## src/rtl/canStuffPkg.sv

```systemverilog
package canStuffPkg;
  typedef struct packed {
    logic txLoad;
    logic txBitVal;
    logic rxKeep;
    logic rxBitVal;
    logic rxErr;
  } stuffStrobes_t;
endpackage

```

## src/rtl/canRunTracker.sv

```systemverilog
module canRunTracker #(
  parameter int RUN_LIMIT = 5,
  parameter int CNT_W = $clog2(RUN_LIMIT + 1)
) (
  input  logic             clk,
  input  logic             rstN,
  input  logic             advance,
  input  logic             clear,
  input  logic             restart,
  input  logic             bitIn,
  output logic             runLevel,
  output logic [CNT_W-1:0] runCount
);
  localparam logic [CNT_W-1:0] LIMIT = CNT_W'(RUN_LIMIT);

  always_ff @(posedge clk) begin
    if (!rstN) begin
      runCount <= '0;
      runLevel <= 1'b1;
    end else if (advance) begin
      if (clear) begin
        runCount <= '0;
      end else if (restart || runCount == '0 || bitIn != runLevel) begin
        runCount <= CNT_W'(1);
        runLevel <= bitIn;
      end else if (runCount < LIMIT) begin
        runCount <= runCount + CNT_W'(1);
      end
    end
  end
endmodule

```

## src/rtl/canStuffCtrl.sv

```systemverilog
module canStuffCtrl
  import canStuffPkg::*;
#(
  parameter int RUN_LIMIT = 5,
  parameter int CNT_W = $clog2(RUN_LIMIT + 1)
) (
  input  logic          clk,
  input  logic          rstN,
  input  logic          bitStrobe,
  input  logic          stuffRegion,
  input  logic          frameStart,
  input  logic          txFrameBit,
  input  logic          rxPin,
  output logic          txStall,
  output stuffStrobes_t strobes
);
  localparam int LANES = 2;
  localparam int TX_LANE = 0;
  localparam int RX_LANE = 1;
  localparam logic [CNT_W-1:0] LIMIT = CNT_W'(RUN_LIMIT);

  logic             laneBit     [LANES];
  logic             laneRestart [LANES];
  logic             laneLevel   [LANES];
  logic [CNT_W-1:0] laneCount   [LANES];
  logic             laneAtLimit [LANES];

  logic txBitOut;
  logic rxErrNow;

  for (genvar g = 0; g < LANES; g++) begin : gLane
    assign laneAtLimit[g] = stuffRegion && !frameStart && (laneCount[g] == LIMIT);

    canRunTracker #(.RUN_LIMIT(RUN_LIMIT), .CNT_W(CNT_W)) u_run (
      .clk      (clk),
      .rstN     (rstN),
      .advance  (bitStrobe),
      .clear    (!stuffRegion),
      .restart  (laneRestart[g]),
      .bitIn    (laneBit[g]),
      .runLevel (laneLevel[g]),
      .runCount (laneCount[g])
    );
  end

  always_comb begin
    txBitOut = laneAtLimit[TX_LANE] ? ~laneLevel[TX_LANE] : txFrameBit;
    rxErrNow = laneAtLimit[RX_LANE] && (rxPin == laneLevel[RX_LANE]);

    laneBit[TX_LANE]     = txBitOut;
    laneRestart[TX_LANE] = frameStart;
    laneBit[RX_LANE]     = rxPin;
    laneRestart[RX_LANE] = frameStart || rxErrNow;

    txStall = laneAtLimit[TX_LANE];

    strobes.txLoad   = bitStrobe;
    strobes.txBitVal = txBitOut;
    strobes.rxKeep   = bitStrobe && !laneAtLimit[RX_LANE];
    strobes.rxBitVal = rxPin;
    strobes.rxErr    = bitStrobe && rxErrNow;
  end
endmodule

```

## src/rtl/canStuffDatapath.sv

```systemverilog
module canStuffDatapath
  import canStuffPkg::*;
(
  input  logic          clk,
  input  logic          rstN,
  input  stuffStrobes_t strobes,
  output logic          txPin,
  output logic          rxBit,
  output logic          rxValid,
  output logic          stuffErr
);
  always_ff @(posedge clk) begin
    if (!rstN) begin
      txPin    <= 1'b1;
      rxBit    <= 1'b1;
      rxValid  <= 1'b0;
      stuffErr <= 1'b0;
    end else begin
      rxValid  <= strobes.rxKeep;
      stuffErr <= strobes.rxErr;
      if (strobes.txLoad) txPin <= strobes.txBitVal;
      if (strobes.rxKeep) rxBit <= strobes.rxBitVal;
    end
  end
endmodule

```

## src/rtl/canBitStuffer.sv

```systemverilog
module canBitStuffer
  import canStuffPkg::*;
#(
  parameter int RUN_LIMIT = 5
) (
  input  logic clk,
  input  logic rstN,
  input  logic bitStrobe,
  input  logic stuffRegion,
  input  logic frameStart,
  input  logic txFrameBit,
  output logic txStall,
  output logic txPin,
  input  logic rxPin,
  output logic rxBit,
  output logic rxValid,
  output logic stuffErr
);
  localparam int CNT_W = $clog2(RUN_LIMIT + 1);

  stuffStrobes_t strobes;

  canStuffCtrl #(.RUN_LIMIT(RUN_LIMIT), .CNT_W(CNT_W)) u_ctrl (
    .clk         (clk),
    .rstN        (rstN),
    .bitStrobe   (bitStrobe),
    .stuffRegion (stuffRegion),
    .frameStart  (frameStart),
    .txFrameBit  (txFrameBit),
    .rxPin       (rxPin),
    .txStall     (txStall),
    .strobes     (strobes)
  );

  canStuffDatapath u_dp (
    .clk      (clk),
    .rstN     (rstN),
    .strobes  (strobes),
    .txPin    (txPin),
    .rxBit    (rxBit),
    .rxValid  (rxValid),
    .stuffErr (stuffErr)
  );
endmodule

```

## config.mk

```make
export PLATFORM = sky130hd
export DESIGN_NAME = canBitStuffer
export DESIGN_NICKNAME = d
export VERILOG_FILES = /design/src/rtl/canStuffPkg.sv /design/src/rtl/canRunTracker.sv /design/src/rtl/canStuffCtrl.sv /design/src/rtl/canStuffDatapath.sv /design/src/rtl/canBitStuffer.sv
export SDC_FILE = /design/constraint.sdc
export NUM_CORES = 1
export LEC_CHECK = 0
export BUFFER_PORTS_ARGS = -buffer_cell sky130_fd_sc_hd__buf_2
export CAP_MARGIN = 20
export CORE_MARGIN = 2
export CORE_UTILIZATION = 50
export CTS_BUF_LIST = sky130_fd_sc_hd__clkbuf_8
export DETAILED_ROUTE_END_ITERATION = 6
export HOLD_SLACK_MARGIN = 0.02
export PLACE_DENSITY_LB_ADDON = 0.25
export SLEW_MARGIN = 10
export SYNTH_ARGS = -nofsm -noshare
export SYNTH_HDL_FRONTEND = slang
export SYNTH_HIERARCHICAL = 1
export SYNTH_SLANG_ARGS = --single-unit
```

## constraint.sdc

```tcl
create_clock -name clk -period 1.7 [get_ports clk]
set_input_delay 0.51 -clock clk [delete_from_list [all_inputs] [get_ports clk]]
set_output_delay 0.51 -clock clk [all_outputs]
set_load 0.02 [all_outputs]
```

======== After elaboration in Yosys (flattened, before gate mapping) ========
Index checks and enable logic that the tools add are counted.
word-level totals
  output and inout port bits .............. 5
  input bits .............................. 7
  bits in registers ....................... 12
cells by class
  multiplexer cells ....................... 7
  add/subtract/negate cells ............... 2
  reduce and logical (&&, ||, !) cells .... 19
  magnitude comparators ................... 2
  equality and inequality tests ........... 7
  bitwise logic cells ..................... 1
operators with widths
  operator                                        number
  2-to-1 mux 3 bit                                6
  adder 3 x 1 -> 3 bit (second input constant)    2
  equality test 3 bit (second input constant)     2
  logical AND 1 bit                               6
  zero test 3 bit                                 2
  < comparator 3 bit (second input constant)      2
  != test 3 x 1 -> 1 bit (second input constant)  2
  AND reduction 3 bit                             2
  logical OR 1 bit                                5
  AND reduction 2 bit                             2
  zero test 1 bit                                 2
  != test 1 bit                                   2
  equality test 1 bit                             1
  2-to-1 mux 1 bit                                1
  NOT 1 bit                                       1

======== Longest topological paths before layout ========
Gate-level depths: netlist of run 1.
  depth in word-level cells ............... 9
  gate-level depth with buffers ........... 6

======== Hierarchy ========
Netlist of run 1, hierarchy kept.
by module, submodules not included
  module            instances  area an instance (um^2)  sequential area each (um^2)  cells each
  canRunTracker     2          275.3                    80.1                         31
  canStuffDatapath  1          121.4                    80.1                         10
  canStuffCtrl      1          106.4                    0.0                          16

======== Worst setup path before layout of run 1 ========
Ideal clock, no wire load.
  path type ............................... input to register
  from .................................... input stuffRegion
  to ...................................... register u_ctrl.gLane[0].u_run.runCount[0]
  data required time ...................... 1.578 ns
  buffers on the path ..................... 0
  arrival ................................. 1.634 ns
  setup slack ............................. -0.055 ns
  stages on the path ...................... 6
  path through ............................ nor2b_2 > nand4b_1 > mux2i_1 > xnor2_2 > nand2_1 > o311a_1
on the way
  cells in the longest elaborated chain, start to end .. 7
ends and longest elaborated chain
  item                                                                  line                 RTL
  from (decl)                                                           canBitStuffer.sv:9   input logic stuffRegion,
  logical AND 1 bit (*) (2 in series)                                   canStuffCtrl.sv:32   assign laneAtLimit[g] = stuffRegion && !frameStart && (laneCount[g] == LIMIT);
  2-to-1 mux 1 bit (*)                                                  canStuffCtrl.sv:47   txBitOut = laneAtLimit[TX_LANE] ? ~laneLevel[TX_LANE] : txFrameBit;
  named net u_ctrl.txBitOut                                             canStuffCtrl.sv:28   logic txBitOut;
  != test 1 bit (*)                                                     canRunTracker.sv:23  end else if (restart || runCount == '0 || bitIn != runLevel) begin
  logical OR 1 bit (*)                                                  canRunTracker.sv:23
  != test 3 x 1 -> 1 bit (no line) or 2-to-1 mux 3 bit (tied branches)  --
  AND reduction 2 bit (no line) or 2-to-1 mux 3 bit (tied branches)     --
  to (signal assigned)                                                  canRunTracker.sv:27  runCount <= runCount + CNT_W'(1);
  to (decl)                                                             canRunTracker.sv:12  output logic [CNT_W-1:0] runCount
Mark *: on every way through the listed nets, which the timed path passes. The rest lies on a longest branch.
A chain may end at the register's enable or synchronous reset.

======== Worst setup path after layout of run 1 ========
  from .................................... input frameStart
  to ...................................... output txStall
on the way
  cells in the longest elaborated chain, start to end .. 3
ends and longest elaborated chain
  item                             line                 RTL
  from (decl)                      canBitStuffer.sv:10  input logic frameStart,
  zero test 1 bit                  canStuffCtrl.sv:32
  logical AND 1 bit (2 in series)  canStuffCtrl.sv:32
  to (decl)                        canBitStuffer.sv:12  output logic txStall,
Every way passes these cells.

==> metrics, run 1 <==
outcome complete, no violations; multi-input combinational cell area between 500 and 600 um^2; reg2reg setup slack about 0.15 ns; Hold Vio Cnt, Final 0; RSZ-0062 raised after global routing no; synthesized flop and latch total 12; GRT Overall Usage between 20% and 30%; TritonCTS Sinks 12; Reg2Reg Depth 6; post-route minimum period ~1.6 ns; slowest stage cell, crit path buf_4; pwr dens between 700 and 800 mW/mm^2; Ys Warns 6; vias in the first global route roughly 670; Hold Path End u_dp/txPin$_SDFFE_PN1P_; Fillers approximately 130; met3 WL 46 um; Clk pin slew, worst setup/hold paths 0.05 ns; io pins 12; Hold WC Path Type reg -> reg; Slew @ Worst Pin 0.292 ns; Via density between 5 and 6; largest net degree at the start of global routing 17; Nets roughly 120; grt ovf 0; Crit path max-delay family buffers and inverters; DRT met1 WL about 850 um; die width ~43 um; sequential cell area fraction in the yosys report between 30% and 40%; Avg WL per Cell ~14 um; Finish-stage setup viols 0; Initial Util 52.3%; Slew HR about four fifths; Buffers on Ports 11; post-DP HPWL 1190 um; htree depth 1; Buf/Inv on CP 4; crit path launch type input port; Distinct cells, synth 30; number of diodes 0; initial antenna violation count 0; Initial DRT Pass Iterations 4; first-pass GRT wire length roughly 2900 um; Max Clock Skew 0.00310 ns; Final Max Tran Viols 0; remaining antenna violation count 0; met2 routed wirelength 820 um; Post-Syn Area between 700 and 800 um^2; hold depth 2; kind of critical path in -> out; cell row count 14; worst-path cell chain buf_6 -> nor2b_4 -> nand4b_1 -> buf_4 -> inv_2 -> buf_6; Core Area 0.00149 mm^2; crit-path max FO 2; CTS root buf clkbuf_8; Leakage 0.457 nW; FF-to-FF End u_ctrl/gLane[0].u_run/runCount[0]$_SDFFE_PN0P_; CP Data Arrival Time 1.12 ns; non-filler cells, final around 130; Mapped Cells approximately 90; Clk Latency, worst-skew pair around 0.24 ns; crit end category primary output; CTS tree yes; syn nets roughly 100; CTS Hold Bufs 0; Synth-to-Final Area Change 27.3%; post-route clock period utilization 96.0%; share of cells above drive strength 1 30.3%; CTS buffer count 3; max-cap violations 0; Hold Crit Start u_dp/txPin$_SDFFE_PN1P_; Placer Congestion 0.762; Die H 43.5 um; fmax between 0.6 and 0.7 GHz; total power 725 uW; drt drc 0; detailed-route wire length ~1700 um; peak supply drop approximately 0.00034 V; dpl cells between 100 and 150; Iteration-0 DRC Markers 17; Top cell by count, worst path buf_6; Synth Area per Inst about 8.8 um^2; Die ar. about 0.0019 mm^2; crit-path max cell delay around 0.16 ns; top layer reached by signal wires met3; maximum clock insertion buffer count 2; RR Startpoint u_ctrl/gLane[0].u_run/runCount[0]$_SDFFE_PN0P_; DR vias just over 700; WP data required about 1.2 ns; Reg area approximately 240 um^2
==> area by class of cell <==
| type | instances | share of cell area (%) |
|---|---|---|
| multi-input cells | 65 | 50.8 |
| clock buffers | 4 | 5.56 |
| inverters | 8 | 3.03 |
| flip-flops and latches | 12 | 24.4 |
| well taps | 16 | 2.02 |
| repair buffers | 20 | 14.3 |
==> repair_timing <==
action | in CTS | in global routing
endpoints found under the setup margin | 1 | 4
cloned | 0 | 0
setup buffers | 1 | 0
resized for setup | 0 | 9
==> worst reg2reg max path, stage by stage (launching register included) <==
cell,delay (ns)
dfxtp_2,0.38
nand4b_1,0.14
buf_4,0.17
mux2i_4,0.19
xnor2_2,0.17
nand2_1,0.07
o311a_1,0.32
==> stage by stage <==
| step | area, um^2 | worst slack [ns] | util (%) | hold slack [ns] | setup TNS (ns) |
|---|---|---|---|---|---|
| 2_1_floorplan | 782 | -0.0224 | - | 0.540 | -0.0224 |
| 4_1_cts | 957 | 0.0168 | 64.3 | 0.466 | 0 |
| 3_3_place_gp | 895 | -0.116 | 60.1 | 0.450 | -0.227 |
| 5_1_grt | 991 | 0.000734 | 66.6 | 0.489 | 0 |
| 3_5_place_dp | 895 | -0.146 | 60.1 | 0.454 | -0.333 |
| 6_report | 991 | 0.0676 | 66.6 | 0.461 | 0 |
==> cell usage in the layout (no fill, tap or decap), types with 2 or more instances in the layout <==
| master | instances |
|---|---|
| buf_6 | 3 |
| a21o_1 | 2 |
| dfxtp_1 | 11 |
| xnor2_2 | 2 |
| nor2b_1 | 2 |
| nand4_1 | 6 |
| and3b_1 | 2 |
| nand3_1 | 3 |
| nand4bb_1 | 2 |
| inv_1 | 7 |
| nor2_1 | 3 |
| a21oi_1 | 3 |
| o211ai_1 | 2 |
| o21ai_0 | 2 |
| a31oi_1 | 2 |
| buf_2 | 8 |
| buf_4 | 9 |
| ha_1 | 4 |
| or2b_2 | 2 |
| nand2_1 | 8 |
| nand3b_1 | 2 |
| o21bai_1 | 2 |
| mux2i_1 | 4 |
| o311a_1 | 2 |
| clkbuf_8 | 4 |
| and3_1 | 2 |
==> power by group <==
| part | total, mW | internal (mW) | switching [mW] |
|---|---|---|---|
| sequential | 0.300 | 0.291 | 0.00914 |
| clock | 0.319 | 0.205 | 0.114 |
| combinational | 0.107 | 0.0519 | 0.0549 |
==> per-layer routing <==
layer | track usage (%) | up-vias
met2 | 29.3 | 11
met5 | 0 | -
met3 | 4.17 | 0
met4 | 10.3 | 0
met1 | 29.4 | 348
li1 | - | 354
==> how the worst max path moves through the flow <==
stage | from | end | slack (ns) | cells past startpoint
after floorplan | stuffRegion | u_ctrl/gLane[0].u_run/runCount[0]$_SDFFE_PN0P_ | -0.02 | 6
after global placement | stuffRegion | u_ctrl/gLane[0].u_run/runCount[0]$_SDFFE_PN0P_ | -0.12 | 7
after detailed placement | stuffRegion | u_ctrl/gLane[0].u_run/runCount[0]$_SDFFE_PN0P_ | -0.15 | 7
after CTS | stuffRegion | txStall | 0.02 | 6
after global routing | frameStart | u_ctrl/gLane[0].u_run/runCount[0]$_SDFFE_PN0P_ | 0.0007 | 8
final | frameStart | txStall | 0.07 | 6
==> cells in the mapped netlist (all sizes together) <==
cell type	count	area, um^2
a21o	2	15.0
a21oi	3	15.0
a31oi	2	12.5
and2	2	13.8
and3	2	12.5
and3b	2	17.5
and4bb	1	12.5
buf	3	22.5
dfxtp	12	240
ha	4	50.1
inv	8	30.0
mux2i	5	50.1
nand2	8	30.0
nand2b	1	6.26
nand3	3	15.0
nand3b	2	15.0
nand4	6	37.5
nand4b	1	8.76
nand4bb	2	22.5
nor2	3	11.3
nor2b	3	21.3
o211ai	2	15.0
o21ai	2	10.0
o21bai	2	15.0
o311a	2	20.0
or2b	2	17.5
xnor2	3	41.3
==> state kept, by name (all words and copies together), names as in the netlist <==
name                         flops
u_ctrl/gLane.u_run/runLevel      2
u_dp/txPin                       1
u_dp/rxValid                     1
u_dp/rxBit                       1
u_dp/stuffErr                    1
u_ctrl/gLane.u_run/runCount      6
==> kinds of logic after synthesis <==
logic type / synth area share, %
and+or+nand+nor: 31.0
buffers and inverters: 6.75
muxes: 6.43
DFF: 30.9
adders and majority gates: 6.43
xor gates and xnor gates: 5.31
AOI/OAI and AO/OA: 13.2
Note: power is estimated with default switching activity, not from simulation.
==> inputs of run 2 (changes only) <==
--- a/config.mk
+++ b/config.mk
@@ -5,6 +5,7 @@
 export SDC_FILE = /design/constraint.sdc
 export NUM_CORES = 1
 export LEC_CHECK = 0
+export ABC_AREA = 1
 export BUFFER_PORTS_ARGS = -buffer_cell sky130_fd_sc_hd__buf_2
 export CAP_MARGIN = 20
 export CORE_MARGIN = 2
==> metrics, run 2 <==
clock share of power 36.6%; Setup TNS 0 ns; Buf/Inv on CP 1; Initial Util 53.9%; post-route clock period utilization 93.8%; crit-path max FO 5; crit end category primary output; crit path launch type register; syn nets 133; most frequent cells in the layout 33 x nand2_1, 19 x inv_1, 12 x dfxtp_1, 11 x buf_2, 11 x nor2_1; number of diodes 0; CTS-repair resized insts 0; Synth area leader dfxtp_1; die width around 45 um; Distinct cells, synth 19; Iteration-0 DRC Markers 21; post-DP HPWL 1180 um; CTS tree yes; GRT Overall Usage between 10% and 20%; initial antenna violation count 0; worst-path cell chain nand3_1 -> nor2_2 -> buf_2; io pins 12; CP Data Arrival Time between 1 and 1.5 ns; outcome complete, no violations; post-route minimum period between 1.5 and 2 ns; remaining antenna violation count 0; Synth-to-Final Area Change 13.3%; first-pass GRT wire length approximately 2800 um; pwr dens approximately 740 mW/mm^2; Clk Latency, worst-skew pair approximately 0.23 ns; Ys Warns 6; Post-Syn Area 821 um^2; WP data required ~1.2 ns; top post-synthesis cells by area dfxtp_1 29%, nand2_1 15%, inv_1 8.7%, ha_1 6.1%, nor2_1 5.0%; most frequently used flop master after synthesis dfxtp_1; Hold WC Path Type reg -> reg; Initial DRT Pass Iterations 4; number of flops mapped to enable cells by yosys 0; total power 689 uW; top-count cell post-synth nand2_1; Synth Area per Inst 6.73 um^2; sequential cell area fraction in the yosys report between 20% and 30%; sw frac around 27%; drt drc 0; Post-synth ARST share 0%; Biggest register u_ctrl/gLane.u_run/runCount; Slew @ Worst Pin roughly 0.25 ns; kind of critical path reg -> out; Reg power frac around 45%; Clk pin slew, worst setup/hold paths 0.05 ns; Nets between 100 and 150; cell row count 14; TritonCTS Sinks 12; vias in the first global route 718; Max Clock Skew between 0.0003 and 0.0004 ns; CTS buffer count 3; htree depth 1; Placer Congestion approximately 0.82; Slew HR about 84%; fmax ~0.63 GHz; max-cap violations 0; Final Max Tran Viols 0; switching power between 150 and 200 uW; share of the synthesized area in the top cell type around 29%; Die ar. a little under 0.002 mm^2; detailed-route wire length 1650 um; grt ovf 0; biggest regs u_ctrl/gLane.u_run/runCount: 6 flops, u_ctrl/gLane.u_run/runLevel: 2 flops; Hold Vio Cnt, Final 0; Buffers on Ports 11; Finish-stage setup viols 0; total setup buffers inserted after CTS 0; Mapped Cells ~120; P_int approximately 500 uW; Logic pwr share 18.6%; CTS Hold Bufs 0; max reg flops 6; Avg WL per Cell roughly 11 um; peak supply drop 0.000496 V; Leakage 0.464 nW; maximum clock insertion buffer count 2; largest net degree at the start of global routing 13; share of cells above drive strength 1 approximately a quarter; CTS root buf clkbuf_8; RSZ-0062 raised after global routing no; Post-synth top cells 33 x nand2_1, 19 x inv_1, 12 x dfxtp_1, 11 x nor2_1; Crit path max-delay family flip-flops; Via density between 5 and 6; Core Area approximately 0.0015 mm^2; Die H 44.5 um; synthesized flop and latch total 12; crit-path max cell delay approximately 0.4 ns; Core Util, Final 61.0%; slowest stage cell, crit path dfxtp_1; most common cell after layout, fill and taps aside nand2_1; DR vias around 770
run 2: layout make-up:
cell class / instances / area [um^2]
inverter: 24 / 90.1
fill: 149 / 594
tap: 16 / 20.0
clock buffer: 3 / 41.3
multi-input combinational: 83 / 468
timing repair buffer: 13 / 70.1
sequential: 12 / 240
run 2: stage by stage:
stage          hold WS [ns]  worst slack [ns]  cells  instance area [um^2]
3_3_place_gp          0.439            0.0603    148                   888
6_report              0.455             0.105    151                   930
4_1_cts               0.460             0.103    151                   930
3_5_place_dp          0.445            0.0262    148                   888
5_1_grt               0.484           0.00135    151                   930
2_1_floorplan         0.480            0.0731    122                   821
run 2: metal layers:
layer	wire length (um)	track usage (%)
met1	743	22.2
met5	0	0
met4	19	13.9
met3	90	4.08
met2	799	33.3
run 2: kinds of logic after synthesis:
family / after synthesis / share of synthesized area, %
AOI/OAI and AO/OA: 13 / 11.9
adders and majority gates: 4 / 6.10
and+or+nand+nor: 65 / 38.0
DFF: 12 / 29.3
xor gates and xnor gates: 1 / 1.07
buffers and inverters: 27 / 13.7
run 2: final timing paths:
path,from,end,slack (ns),cells past startpoint
worst max-delay path,u_ctrl/gLane[0].u_run/runCount[2]$_SDFFE_PN0P_,txStall,0.11,3
worst min-delay path,u_dp/txPin$_SDFFE_PN1P_,u_dp/txPin$_SDFFE_PN1P_,0.45,2
worst max register to register,u_ctrl/gLane[0].u_run/runCount[2]$_SDFFE_PN0P_,u_ctrl/gLane[0].u_run/runCount[0]$_SDFFE_PN0P_,0.19,9
worst min register to register,u_dp/txPin$_SDFFE_PN1P_,u_dp/txPin$_SDFFE_PN1P_,0.45,2
run 2: worst register-to-register path: cells and delay by family, from the launching register on:
| family | cells | cell delay, ns |
|---|---|---|
| buffers and inverters | 1 | 0.06 |
| flip-flops | 1 | 0.40 |
| AND/OR/NAND/NOR | 5 | 0.53 |
| AO/OA/AOI/OAI | 3 | 0.40 |
run 2: power groups by stage:
stage               Sequential, mW  Clock [mW]  Combinational [mW]
finish                       0.309       0.252               0.128
floorplan                    0.318           0              0.0885
global route                 0.311       0.285               0.143
global placement             0.314           0               0.124
CTS                          0.309       0.268               0.128
detailed placement           0.315           0               0.126
==> inputs of run 3 (changes only) <==
--- a/config.mk
+++ b/config.mk
@@ -8,12 +8,11 @@
 export ABC_AREA = 1
 export BUFFER_PORTS_ARGS = -buffer_cell sky130_fd_sc_hd__buf_2
 export CAP_MARGIN = 20
-export CORE_MARGIN = 2
 export CORE_UTILIZATION = 50
 export CTS_BUF_LIST = sky130_fd_sc_hd__clkbuf_8
 export DETAILED_ROUTE_END_ITERATION = 6
 export HOLD_SLACK_MARGIN = 0.02
-export PLACE_DENSITY_LB_ADDON = 0.25
+export PLACE_DENSITY_LB_ADDON = 0.12
 export SLEW_MARGIN = 10
 export SYNTH_ARGS = -nofsm -noshare
 export SYNTH_HDL_FRONTEND = slang
==> metrics, run 3 (synthesis results as in run 2) <==
outcome complete, no violations; Hold WC Path Type reg -> reg; post-route minimum period 1.57 ns; number of diodes 0; post-DP HPWL between 1000 and 1500 um; pwr dens 752 mW/mm^2; die width between 40 and 50 um; cell row count 14; Iteration-0 DRC Markers 10; detailed-route wire length 1540 um; max reg flops 6; CTS buffer count 3; hold_ws 0.457 ns; Final Cell Area 920 um^2; remaining antenna violation count 0; Clk Latency, worst-skew pair 0.24 ns; GRT Overall Usage 21.7%; fmax about 0.64 GHz; Die H 42.5 um; Avg WL per Cell about 10 um; max-cap violations 0; maximum clock insertion buffer count 2; crit end category primary output; Final WS setup 0.133 ns; sw frac 28.0%; Hold Vio Cnt, Final 0; most frequent cells in the layout 32 x nand2_1, 19 x inv_1, 11 x buf_2, 11 x nor2_1, 10 x dfxtp_1; largest net degree at the start of global routing 13; share of cells above drive strength 1 ~28%; Fillers ~150; Logic pwr share 17.9%; Slew @ Worst Pin about 0.32 ns; dpl cells roughly 150; vias in the first global route around 740; hold depth 2; RSZ-0062 raised after global routing no; Clk pin slew, worst setup/hold paths roughly 0.050 ns; kind of critical path in -> out; Reg power frac 44.9%; io pins 12; Nets roughly 150; total placed instance area approximately 870 um^2; CTS tree yes; drt drc 0; most common cell after layout, fill and taps aside nand2_1; Initial DRT Pass Iterations 4; Placer Congestion between 0.7 and 0.8; first-pass GRT wire length slightly below 3000 um; worst slack, placed -0.0569 ns; Slew HR around four fifths; biggest regs u_ctrl/gLane.u_run/runCount: 6 flops, u_ctrl/gLane.u_run/runLevel: 2 flops; crit path launch type input port; Die ar. ~0.0018 mm^2; DR vias between 700 and 800; Synth-to-Final Area Change 12.0%; htree depth 1; CP Data Arrival Time 1.06 ns; Reg2Reg Depth 10; Biggest register u_ctrl/gLane.u_run/runCount; peak supply drop ~0.00045 V; WP data required about 1.2 ns; Initial Util a little over half; Leakage between 0.4 and 0.5 nW; Final Max Tran Viols 0; CTS root buf clkbuf_8; Core Area 0.00152 mm^2; P_int about 500 uW; post-route clock period utilization between 90 and 100%; non-filler cells, final approximately 150; Max Clock Skew 0.00124 ns; Core Util, Final between 60% and 70%; switching power between 150 and 200 uW; Via density 4.93; Buffers on Ports 11; grt ovf 0; initial antenna violation count 0; TritonCTS Sinks 12; crit-path max FO 3; clock share of power a little under two fifths; Finish-stage setup viols 0
-- run 3: through the flow --
stage               power (mW)   TNS (ns)
floorplan                0.406          0
global placement         0.433  -0.000211
detailed placement       0.438    -0.0862
CTS                      0.703          0
global route             0.733          0
finish                   0.691          0
-- run 3: worst max-delay path, cell delays in order --
cell     delay [ns]
buf_2          0.13
inv_2          0.06
nand2_2        0.08
nor2_2         0.12
buf_2          0.17
-- run 3: path summary, 6_finish.rpt --
check,to,slack (ns),startpoint
hold / removal,u_dp/txPin$_SDFFE_PN1P_,0.46,u_dp/txPin$_SDFFE_PN1P_
hold reg to reg,u_dp/txPin$_SDFFE_PN1P_,0.46,u_dp/txPin$_SDFFE_PN1P_
setup reg to reg,u_ctrl/gLane[0].u_run/runCount[0]$_SDFFE_PN0P_,0.26,u_ctrl/gLane[0].u_run/runCount[1]$_SDFFE_PN0P_
setup / recovery,txStall,0.13,frameStart
-- run 3: power by group through the flow --
stage / Sequential (mW) / Clock (mW) / Combinational [mW]
floorplan: 0.318 / 0 / 0.0885
global placement: 0.314 / 0 / 0.119
detailed placement: 0.315 / 0 / 0.124
CTS: 0.309 / 0.270 / 0.124
global route: 0.311 / 0.279 / 0.143
finish: 0.310 / 0.257 / 0.124
-- run 3: metal layers --
metal  share of wire (%)  global-route usage (%)
met5                   0                       0
met2                  47                    34.2
met1                  49                    25.6
met4                 1.8                    16.9
met3                 2.5                    3.88
-- run 3: what timing repair did --
item | 4_1_cts | 5_1_grt
hold buffers | 0 | 0
resized for setup | 0 | 3
setup endpoints to repair | 0 | 2
endpoints found under the hold margin | 0 | 0
buffers inserted | 0 | 0
-- run 3: cell type report --
type                            count  area (um^2)  share of cell area [%]
Clock buffer                        3         41.3                    4.49
Inverter                           24         90.1                    9.80
Tap cell                           16         20.0                    2.18
Timing Repair Buffer               11         55.1                    5.99
Sequential cell                    12          243                    26.4
Multi-Input combinational cell     83          470                    51.2
